## config.mk

```make
export PLATFORM = sky130hd
export DESIGN_NAME = ep0_in_ctrl
export DESIGN_NICKNAME = d
export VERILOG_FILES = /design/src/rtl/ep0_in_pkg.sv /design/src/rtl/ep0_ctrl_regs.sv /design/src/rtl/ep0_resp_arb.sv /design/src/rtl/ep0_rd_pack.sv /design/src/rtl/ep0_in_ctrl.sv
export SDC_FILE = /design/constraint.sdc
export NUM_CORES = 1
export LEC_CHECK = 0
export BUFFER_PORTS_ARGS = -buffer_cell sky130_fd_sc_hd__buf_2
export CORE_ASPECT_RATIO = 1.2
export CORE_MARGIN = 8
export CORE_UTILIZATION = 25
export CTS_CLUSTER_SIZE = 8
export DETAILED_ROUTE_END_ITERATION = 10
export MAX_ROUTING_LAYER = met4
export REMOVE_ABC_BUFFERS = 1
export SYNTH_ARGS = -nofsm -noshare
export SYNTH_HDL_FRONTEND = slang
export SYNTH_HIERARCHICAL = 1
export SYNTH_SLANG_ARGS = --single-unit
```

## constraint.sdc

```tcl
create_clock -name clk -period 0.85 [get_ports clk]
set_input_delay 0.085 -clock clk [delete_from_list [all_inputs] [get_ports clk]]
set_output_delay 0.085 -clock clk [all_outputs]
set_load 0.05 [all_outputs]
```

## src/rtl/ep0_in_pkg.sv

```systemverilog
package ep0_in_pkg;
  localparam int REG_W     = 32;
  localparam int TXF_W     = 4;
  localparam int MPL_W     = 2;
  localparam int PKT_LEN_W = 7;
  localparam int MAX_PKT   = 64;

  localparam int BIT_SNAK  = 27;
  localparam int BIT_CNAK  = 26;
  localparam int TXF_LSB   = 22;
  localparam int BIT_STALL = 21;
  localparam int TYPE_LSB  = 18;
  localparam int BIT_NAKS  = 17;
  localparam int BIT_ACT   = 15;
  localparam int MPL_LSB   = 0;

  localparam logic [REG_W-1:0] WR_USED_MASK =
      (REG_W'(1) << BIT_SNAK) | (REG_W'(1) << BIT_CNAK) |
      (REG_W'((1 << TXF_W) - 1) << TXF_LSB) | (REG_W'(1) << BIT_STALL) |
      (REG_W'((1 << MPL_W) - 1) << MPL_LSB);

  typedef enum logic [1:0] {
    RESP_DATA  = 2'b00,
    RESP_NAK   = 2'b01,
    RESP_STALL = 2'b10
  } resp_e;

  typedef struct packed {
    logic             stall;
    logic             naks;
    logic [TXF_W-1:0] txf;
    logic [MPL_W-1:0] mpl;
  } ep0_state_t;

  function automatic logic [PKT_LEN_W-1:0] mpl_to_bytes(input logic [MPL_W-1:0] code);
    return PKT_LEN_W'(MAX_PKT) >> code;
  endfunction

  function automatic resp_e decide(input logic stall, input logic naks,
                                   input logic gnak, input logic ready);
    if (stall)          return RESP_STALL;
    else if (naks || gnak) return RESP_NAK;
    else if (ready)     return RESP_DATA;
    else                return RESP_NAK;
  endfunction

  function automatic logic [REG_W-1:0] pack_readback(input ep0_state_t s);
    logic [REG_W-1:0] w;
    w = '0;
    w[TXF_LSB +: TXF_W]  = s.txf;
    w[BIT_STALL]         = s.stall;
    w[TYPE_LSB +: 2]     = 2'b00;
    w[BIT_NAKS]          = s.naks;
    w[BIT_ACT]           = 1'b1;
    w[MPL_LSB +: MPL_W]  = s.mpl;
    return w;
  endfunction
endpackage

```

## src/rtl/ep0_ctrl_regs.sv

```systemverilog
module ep0_ctrl_regs
  import ep0_in_pkg::*;
(
  input  logic             clk,
  input  logic             rst_n,
  input  logic             wr_en,
  input  logic [REG_W-1:0] wr_data,
  input  logic             setup_tok,
  output ep0_state_t       st,
  output logic             nak_set_ev,
  output logic             nak_clr_ev,
  output logic             stall_clr_ev
);
  logic unused_wr_bits;
  assign unused_wr_bits = ^(wr_data & ~WR_USED_MASK);

  // set strobe takes precedence over clear strobe
  assign nak_set_ev   = wr_en & wr_data[BIT_SNAK];
  assign nak_clr_ev   = wr_en & wr_data[BIT_CNAK] & ~wr_data[BIT_SNAK];
  assign stall_clr_ev = setup_tok;

  always_ff @(posedge clk) begin
    if (!rst_n) begin
      st <= '0;
    end else begin
      if (wr_en) begin
        st.txf <= wr_data[TXF_LSB +: TXF_W];
        st.mpl <= wr_data[MPL_LSB +: MPL_W];
      end
      if (stall_clr_ev)  st.stall <= 1'b0;
      else if (wr_en)    st.stall <= wr_data[BIT_STALL];
      if (nak_set_ev)      st.naks <= 1'b1;
      else if (nak_clr_ev) st.naks <= 1'b0;
    end
  end
endmodule

```

## src/rtl/ep0_resp_arb.sv

```systemverilog
module ep0_resp_arb
  import ep0_in_pkg::*;
(
  input  logic       clk,
  input  logic       rst_n,
  input  logic       in_tok,
  input  logic       stall,
  input  logic       naks,
  input  logic       gnak,
  input  logic       ready,
  output logic       resp_valid,
  output logic [1:0] resp_code
);
  resp_e next_code;
  assign next_code = decide(stall, naks, gnak, ready);

  always_ff @(posedge clk) begin
    if (!rst_n) begin
      resp_valid <= 1'b0;
      resp_code  <= RESP_DATA;
    end else begin
      resp_valid <= in_tok;
      resp_code  <= in_tok ? next_code : RESP_DATA;
    end
  end
endmodule

```

## src/rtl/ep0_rd_pack.sv

```systemverilog
module ep0_rd_pack
  import ep0_in_pkg::*;
(
  input  ep0_state_t           st,
  output logic [REG_W-1:0]     rd_data,
  output logic [PKT_LEN_W-1:0] max_pkt_bytes
);
  assign rd_data       = pack_readback(st);
  assign max_pkt_bytes = mpl_to_bytes(st.mpl);
endmodule

```

## src/rtl/ep0_in_ctrl.sv

```systemverilog
module ep0_in_ctrl
  import ep0_in_pkg::*;
(
  input  logic                 clk,
  input  logic                 rst_n,
  input  logic                 wr_en,
  input  logic [REG_W-1:0]     wr_data,
  output logic [REG_W-1:0]     rd_data,
  input  logic                 in_tok,
  input  logic                 setup_tok,
  input  logic                 glob_in_nak,
  input  logic                 fifo_pkt_ready,
  output logic                 resp_valid,
  output logic [1:0]           resp_code,
  output logic [PKT_LEN_W-1:0] max_pkt_bytes
);
  ep0_state_t st;
  logic stall_q, naks_q;
  logic nak_set_ev, nak_clr_ev, stall_clr_ev;

  ep0_ctrl_regs u_regs (
    .clk, .rst_n, .wr_en, .wr_data, .setup_tok,
    .st, .nak_set_ev, .nak_clr_ev, .stall_clr_ev
  );

  assign stall_q = st.stall;
  assign naks_q  = st.naks;

  ep0_resp_arb u_arb (
    .clk, .rst_n, .in_tok,
    .stall(stall_q), .naks(naks_q), .gnak(glob_in_nak), .ready(fifo_pkt_ready),
    .resp_valid, .resp_code
  );

  ep0_rd_pack u_pack (
    .st, .rd_data, .max_pkt_bytes
  );
endmodule

```

==> impl_metrics.csv, run 1 <==
group,metric,value,unit
grt,grt_overflow,0,
grt,grt_pass1_vias,497,
sta,slew_viol_final,0,
sta,min_period,1.093,ns
cells_and_area,synthToLayoutAreaGrowth,32.21,%
worst_setup_path,setup.worst_path.end_class,"primary output",
clock_network,cts.sinks,11,
worst_setup_path,path_cells,"and2b_2 > buf_6",
grt,grt_antenna_before_repair,0,
cells_and_area,n_fill_cell,281,
floorplanning,start_util,0.2573,
grt,grt_pass1_wl,2311,um
worst_setup_path,critical_path_class,"reg -> out",
floorplanning,io_pins,81,
cells_and_area,drive_above_1_share,0.5294,
synth,yosysWarnings,6,
sta,min_period_over_period,1.286,
cells_and_area,fin_area,929.6,um^2
sta,finalSetupTns,-1.122,ns
clock_network,worstSkewPairLatency,0.26,ns
floorplanning,core,2733,um^2
cells_and_area,final_cell_mix,"conb_1, buf_2, buf_8",
pwr,leakagePower,0.0004714,uW
clock_network,h-tree-depth,1,
worst_setup_path,slowest_delay,0.37,ns
cells_and_area,final_common_cell,"conb_1",
route,ant_nets,0,
route,drt_iter0_drc,6,
worst_hold_path,hold_class,"in -> reg",
worst_setup_path,cp.required,0.76,ns
grt,grt_usage,0.06507,
floorplanning,die_area,4773,um^2
flow_run,drv_cap,0,
place,hpwl,1204,um
place,gp_congestion,0.7466,
place,port_buffers,30,
sta,hold_viol,0,
outcome,violations,"setup timing",
route,wl_per_cell,11.82,um
cells_and_area,layout.nets,142,
sta,skew,0.0001268,ns
worst_setup_path,cp-start-kind,"flop",
sta,setup_ws,-0.2427,ns
clock_network,cts_tree,"built",
clock_network,clk_pin_slew_worst_paths,0.07,ns
route,wirelength,1608,um
sta,whs,0.05248,ns
sta,setup_violations,7,
route,routed_via_density,3.529,
synth,avgSynthCellArea,9.376,um^2
worst_setup_path,arrival,1.01,ns
route,drt-pass1-iter-count,3,
synth,synth_area,703.2,um^2
sta,max_freq,0.9152,GHz
synth,synth_cells,75,
clock_network,cts_buffers,3,
cells_and_area,antenna_cells,0,
outcome,status,"finished with violations",
pwr,power_per_cell_area,1669,nW/um^2
route,drc,0,
sta,rsz0062_at_grt,"true",
floorplanning,placementRows,21,
pwr,ir_drop,530.7,uV
worst_setup_path,cp_slowest_cell,"dfxtp_4",
worst_setup_path,path_max_fanout,6,
floorplanning,die_w,64.42,um
cells_and_area,multi_input_area,305.3,um^2
floorplanning,die_h,74.10,um
place,place_area,715.7,um^2
cells_and_area,seq_area,241.5,um^2
pwr,finalPower,1551,uW
grt,grt_max_degree,11,
route,vias,480,
clock_network,cts_root_buf,"clkbuf_4",
clock_network,clock_path_buffers,2,
repair_timing:
| action | 4_1_cts | 5_1_grt |
|---|---|---|
| setup buffers | 2 | 0 |
| pin swaps | 0 | 1 |
| hold buffers | 2 | 0 |
| resized for setup | 44 | 10 |
| hold endpoints to repair | 2 | 0 |
| endpoints found under the setup margin | 15 | 16 |
per-stage QoR:
step | worst slack [ns] | utilization | cells
global placement | -0.01500 | 0.2619 | 128
CTS | -0.2441 | 0.3297 | 136
global route | -0.2709 | 0.3402 | 136
detailed placement | -0.02268 | 0.2619 | 128
finish | -0.2427 | 0.3402 | 136
floorplan | -0.6840 | - | 64
area by class of cell:
| type | instances | area share |
|---|---|---|
| inverter | 1 | 0.004038 |
| timing repair buffer | 34 | 0.3338 |
| multi-input combinational | 52 | 0.3284 |
| sequential | 11 | 0.2598 |
| tap | 34 | 0.04576 |
| clock buffer | 4 | 0.02826 |
sequential cells by signal (all words and copies together) (netlist names):
signal and count:
u_arb/resp_valid 1, u_arb/resp_code 2, u_regs/st 8
path summary, 6_finish.rpt:
kind | slack [ns] | cells after the start | to | start
max reg2reg | 0.03 | 3 | u_regs/st[7] | u_regs/st[7]
min | 0.05 | 3 | u_arb/resp_valid | in_tok
min reg2reg | 0.53 | 2 | u_arb/resp_code[0] | u_regs/st[7]
max | -0.24 | 2 | max_pkt_bytes[4] | u_regs/st[0]
critical path, delay by kind of cell, from the launching register on:
family,cells,cell delay [ns]
buffers and inverters,1,0.15
DFF,1,0.37
and+or+nand+nor,1,0.22
routing by layer:
metal,vias up,routed length (um),GRT usage
met5,-,0,-
met3,2,261,0.03313
met1,214,536,0.06234
met4,0,14,0.03641
li1,225,-,-
met2,39,795,0.1051
report_power, final:
part           internal, uW  total (uW)  switching, uW
Sequential              543         570           27.1
Clock                   181         352            171
Combinational           163         629            466
(Power assumes the default switching activity.)
==> inputs of run 2 (changes only) <==
--- a/config.mk
+++ b/config.mk
@@ -17,3 +17,4 @@
 export SYNTH_HDL_FRONTEND = slang
 export SYNTH_HIERARCHICAL = 1
 export SYNTH_SLANG_ARGS = --single-unit
+export TNS_END_PERCENT = 1
==> run 2 against run 1 <==
Effect of this change:
- the run still ends with setup timing left
- global-route usage fell by 0.35 points
- maximum frequency up 1.3%
- critical path depth is the same
- first-iteration DRC count grew 120%
- non-clock buffer count is 2 lower
- design area down 3.9%
- via count down 1.5%
- wire length fell by 7.6%
- die area is the same
- highest routed layer unchanged
==> impl_metrics.csv, run 2 (synthesis results as in run 1) <==
group,metric,value,unit
route,drc,0,
outcome,violations,"setup timing",
floorplanning,placementRows,21,
clock_network,cts_tree,"built",
place,gp_congestion,0.7466,
worst_setup_path,r2r-start,"u_regs/st[6]",
floorplanning,die_area,4773,um^2
place,port_buffers,30,
cells_and_area,fin_util,0.3269,
sta,setup_violations,7,
pwr,leakagePower,0.0004590,uW
cells_and_area,largest_reg_flops,8,
sta,slew_viol_final,0,
cells_and_area,largestRegisters,"u_regs/st: 8 flops, u_arb/resp_code: 2 flops, u_arb/resp_valid: 1 flops",
outcome,status,"finished with violations",
place,hpwl,1204,um
worst_setup_path,critical_path_class,"reg -> out",
clock_network,cts.sinks,11,
clock_network,worstSkewPairLatency,0.26,ns
route,ant_nets,0,
worst_setup_path,reg2reg_to,"u_regs/st[6]",
clock_network,clk_pin_slew_worst_paths,0.07,ns
sta,hold_viol,0,
pwr,ir_drop,567.3,uV
cells_and_area,regMostFlops,"u_regs/st",
route,wl_per_cell,11.08,um
worst_hold_path,min_path_cells,3,
clock_network,clock_path_buffers,2,
grt,grt_antenna_before_repair,0,
clock_network,cts_buffers,3,
floorplanning,io_pins,81,
sta,min_period_over_period,1.269,
route,vias,473,
worst_setup_path,r2r_cells,2,
grt,grt_max_degree,11,
grt,grt_pass1_vias,490,
cells_and_area,multi_input_area,301.5,um^2
route,routed_via_density,3.530,
worst_setup_path,setup.worst_path.end_class,"primary output",
cells_and_area,final_cells,134,
cells_and_area,seq_area,241.5,um^2
sta,skew,0.00007069,ns
cells_and_area,synthToLayoutAreaGrowth,27.05,%
sta,max_freq,0.9268,GHz
grt,grt_usage,0.06156,
worst_hold_path,hold_class,"in -> reg",
grt,grt_overflow,0,
route,drt-pass1-iter-count,2,
clock_network,cts_root_buf,"clkbuf_4",
floorplanning,start_util,0.2573,
cells_and_area,final_common_cell,"conb_1",
worst_setup_path,cp.required,0.76,ns
pwr,power_per_cell_area,1706,nW/um^2
sta,rsz0062_at_grt,"true",
sta,min_period,1.079,ns
worst_hold_path,hp-start,"in_tok",
clock_network,h-tree-depth,1,
grt,grt_pass1_wl,2214,um
worst_setup_path,cp-start-kind,"flop",
worst_setup_path,arrival,0.99,ns
worst_setup_path,path_max_fanout,6,
floorplanning,core,2733,um^2
cells_and_area,drive_above_1_share,0.5100,
worst_setup_path,reg2reg_slack,0.12,ns
cells_and_area,final_cell_mix,"conb_1, buf_2, dfxtp_2",
place,dp.cells,128,
worst_hold_path,worst_hold_path.endpoint,"u_arb/resp_valid",
route,wirelength,1485,um
cells_and_area,layout.nets,140,
cells_and_area,antenna_cells,0,
floorplanning,die_w,64.42,um
floorplanning,die_h,74.10,um
route,drt_iter0_drc,13,
sta,setup_ws,-0.2290,ns
cells_and_area,n_fill_cell,282,
flow_run,drv_cap,0,
-- run 2: changes by cell type in the layout (fill, tap and decap cells not counted) --
cell,change
buf_2,+1
buf_4,-1
buf_8,-2
mux2i_2,-1
mux2i_1,+1
-- run 2: metrics by stage --
stage / setup WS (ns) / cell area [um^2] / TNS [ns] / total power, uW / hold slack (ns)
finish: -0.2290 / 893.4 / -1.048 / 1524 / 0.05384
global route: -0.2663 / 893.4 / -1.428 / 1609 / 0.07557
CTS: -0.2480 / 867.1 / -1.214 / 1545 / 0.04169
detailed placement: -0.02268 / 715.7 / -0.04192 / 1114 / 0.2623
global placement: -0.01500 / 715.7 / -0.01527 / 1110 / 0.2574
floorplan: -0.6840 / 523.0 / -2.768 / 1018 / 0.1545
-- run 2: worst max-delay path by stage --
stage / depth (start not counted) / from / slack [ns] / endpoint
finish: 2 / u_regs/st[0] / -0.23 / max_pkt_bytes[4]
detailed placement: 2 / u_regs/st[0] / -0.02 / max_pkt_bytes[4]
floorplan: 1 / u_regs/st[0] / -0.68 / max_pkt_bytes[5]
global placement: 2 / u_regs/st[0] / -0.01 / max_pkt_bytes[4]
CTS: 2 / u_regs/st[0] / -0.25 / max_pkt_bytes[4]
global route: 2 / u_regs/st[0] / -0.27 / max_pkt_bytes[4]
-- run 2: metal layers --
layer	GRT usage	wire length (um)
met1	0.06061	512
met4	0.03641	14
met5	-	0
met3	0.03614	260
met2	0.09292	697
-- run 2: power by group --
group	leakage, uW	switching (uW)	internal, uW
sequential	0.0000956	25.9	543
combinational	0.000348	459	148
clock	0.0000150	167	181
-- run 2: layout make-up --
class / instances / area share
Clock buffer: 4 / 0.02941
Inverter: 1 / 0.004202
Multi-Input combinational cell: 52 / 0.3375
Sequential cell: 11 / 0.2703
Tap cell: 34 / 0.04762
Timing Repair Buffer: 32 / 0.3109
-- run 2: critical path, stage by stage, from the launching register on --
cell,delay (ns)
dfxtp_4,0.37
and2b_2,0.22
buf_6,0.15
-- run 2: timing repair --
| action | 4_1_cts | 5_1_grt |
|---|---|---|
| setup buffers | 0 | 0 |
| endpoints found under the setup margin | 15 | 15 |
| endpoints found under the hold margin | 2 | 0 |
| resized for setup | 38 | 10 |
| hold buffers | 2 | 0 |
==> inputs of run 3 (changes only) <==
--- a/config.mk
+++ b/config.mk
@@ -13,6 +13,7 @@
 export DETAILED_ROUTE_END_ITERATION = 10
 export MAX_ROUTING_LAYER = met4
 export REMOVE_ABC_BUFFERS = 1
+export SKIP_LAST_GASP = 1
 export SYNTH_ARGS = -nofsm -noshare
 export SYNTH_HDL_FRONTEND = slang
 export SYNTH_HIERARCHICAL = 1
==> run 3 against run 2 <==
Effect of this change:
- the flow still finishes with violations (setup timing)
- register-to-register slack is essentially flat
- sequential share of layout area is 1.9 points higher
- global-route usage fell by 0.13 points
- critical path depth stayed put
- sequential power shrank 2%
- sequential cell count is the same
- clock skew is essentially flat
- non-clock buffer count unchanged
- wire length is 3.1% lower
- utilization shrank 4.2 points
- critical path type unchanged
- critical endpoint unchanged
- largest power group is now sequential cells
- highest routed layer unchanged
==> impl_metrics.csv, run 3 (synthesis results as in run 1) <==
group,metric,value,unit
clock_network,postCtsSetupBuffers,0,
cells_and_area,final_cells,134,
clock_network,clock_path_buffers,2,
floorplanning,die_area,4773,um^2
route,wl_per_cell,10.74,um
worst_hold_path,hold_class,"in -> reg",
route,drt_iter0_drc,18,
sta,min_period_over_period,1.268,
grt,grt-busiest-layer,"met2",
sta,setup_ws,-0.2279,ns
pwr,power_per_cell_area,1884,nW/um^2
place,gp_congestion,0.7466,
place,post-place-ws,-0.02268,ns
pwr,finalPower,1466,uW
place,port_buffers,30,
clock_network,h-tree-depth,1,
worst_setup_path,cp.required,0.76,ns
floorplanning,start_util,0.2573,
sta,hold_viol,0,
route,drt-pass1-iter-count,2,
sta,skew,0.00007583,ns
sta,setup_violations,15,
grt,grt_usage,0.06029,
grt,grt_antenna_before_repair,0,
grt,grtUsageMet1,0.06061,
cells_and_area,regMostFlops,"u_regs/st",
cells_and_area,largest_reg_flops,8,
worst_setup_path,path_max_fanout,6,
pwr,ir_drop,569.0,uV
outcome,status,"finished with violations",
route,wirelength,1439,um
route,drc,0,
floorplanning,die_w,64.42,um
outcome,violations,"setup timing",
grt,grt_use_met3,0.03765,
pwr,pwr-share-seq,0.381,
worst_setup_path,arrival,0.99,ns
clock_network,worstSkewPairLatency,0.26,ns
clock_network,cts_buffers,3,
worst_setup_path,critical_path_class,"reg -> out",
pwr,clkPwrFrac,0.239,
cells_and_area,antenna_cells,0,
cells_and_area,fin_util,0.2848,
route,routed_via_density,3.463,
pwr,p_int,823.4,uW
cells_and_area,final_cell_mix,"buf_2, conb_1, dfxtp_1",
grt,grt_max_degree,11,
grt,grt_pass1_vias,473,
worst_setup_path,cp-start-kind,"flop",
grt,grt_pass1_wl,2173,um
pwr,p_comb_frac,0.380,
grt,grt_util_met2,0.08739,
clock_network,cts_tree,"built",
grt,grt_overflow,0,
sta,rsz0062_at_grt,"true",
floorplanning,placementRows,21,
clock_network,cts_root_buf,"clkbuf_4",
route,vias,464,
sta,max_freq,0.9277,GHz
cells_and_area,synthToLayoutAreaGrowth,10.68,%
clock_network,cts.sinks,11,
floorplanning,core,2733,um^2
clock_network,clk_pin_slew_worst_paths,0.07,ns
flow_run,drv_cap,0,
worst_setup_path,setup.worst_path.end_class,"primary output",
place,hpwl,1204,um
sta,min_period,1.078,ns
sta,slew_viol_final,0,
cells_and_area,layout.nets,140,
route,ant_nets,0,
place,dp.cells,128,
floorplanning,io_pins,81,
cells_and_area,drive_above_1_share,0.4100,
pwr,leakagePower,0.0004333,uW
floorplanning,die_h,74.10,um
cells_and_area,largestRegisters,"u_regs/st: 8 flops, u_arb/resp_code: 2 flops, u_arb/resp_valid: 1 flops",
pwr,power.net_switching,642.7,uW
pwr,switching_share,0.4384,
[run 3: cell types whose count changed in the layout (fill, tap and decap cells not counted)]
cell     previous run  this run
buf_4               0         2
nor2b_1             6         7
buf_6               6         1
dfxtp_2             8         1
nor2b_2             1         0
dfxtp_1             0         9
buf_2              17        27
buf_8               7         0
dfxtp_4             3         1
[run 3: path summary, 6_finish.rpt]
path | from | endpoint | slack, ns | cells after the start
max | u_regs/st[0] | max_pkt_bytes[4] | -0.23 | 2
min | in_tok | u_arb/resp_valid | 0.05 | 3
max reg2reg | u_regs/st[6] | u_regs/st[6] | 0.13 | 2
min reg2reg | u_regs/st[7] | u_arb/resp_code[0] | 0.48 | 1
[run 3: critical path: stages (launching register included)]
cell     delay (ns)
dfxtp_4        0.37
and2b_2        0.22
buf_6          0.15
[run 3: power groups by stage]
| stage | Combinational (uW) | Sequential, uW | Clock (uW) |
|---|---|---|---|
| 2_1_floorplan | 353 | 665 | 0 |
| 3_3_place_gp | 541 | 569 | 0 |
| 3_5_place_dp | 543 | 571 | 0 |
| 4_1_cts | 557 | 560 | 380 |
| 5_1_grt | 587 | 563 | 399 |
| 6_report | 557 | 559 | 350 |
[run 3: final cells by class]
| cell class | instances | area, um^2 |
|---|---|---|
| Sequential cell | 11 | 225.2 |
| Multi-Input combinational cell | 52 | 299.0 |
| Fill cell | 299 | 1954 |
| Inverter | 1 | 3.754 |
| Timing Repair Buffer | 32 | 181.4 |
| Tap cell | 34 | 42.54 |
| Clock buffer | 4 | 26.28 |
[run 3: routing by layer]
metal  routed length [um]  vias to the layer above
li1                     -                      221
met1                  518                      202
met2                  634                       39
met3                  271                        2
met4                   14                        0
met5                    0                        -
[run 3: timing repair]
action                                  in CTS  in global routing
cloned                                       0                  0
resized for setup                            6                  1
endpoints found under the hold margin        2                  0
endpoints found under the setup margin      15                 15
hold buffers                                 2                  0
[run 3: per-stage QoR]
step	TNS (ns)	hold WS [ns]	cell area (um^2)
2_1_floorplan	-2.768	0.1545	523.0
4_1_cts	-2.217	0.04162	775.7
6_report	-1.910	0.05340	778.2
5_1_grt	-2.557	0.07760	778.2
3_5_place_dp	-0.04192	0.2623	715.7
3_3_place_gp	-0.01527	0.2574	715.7
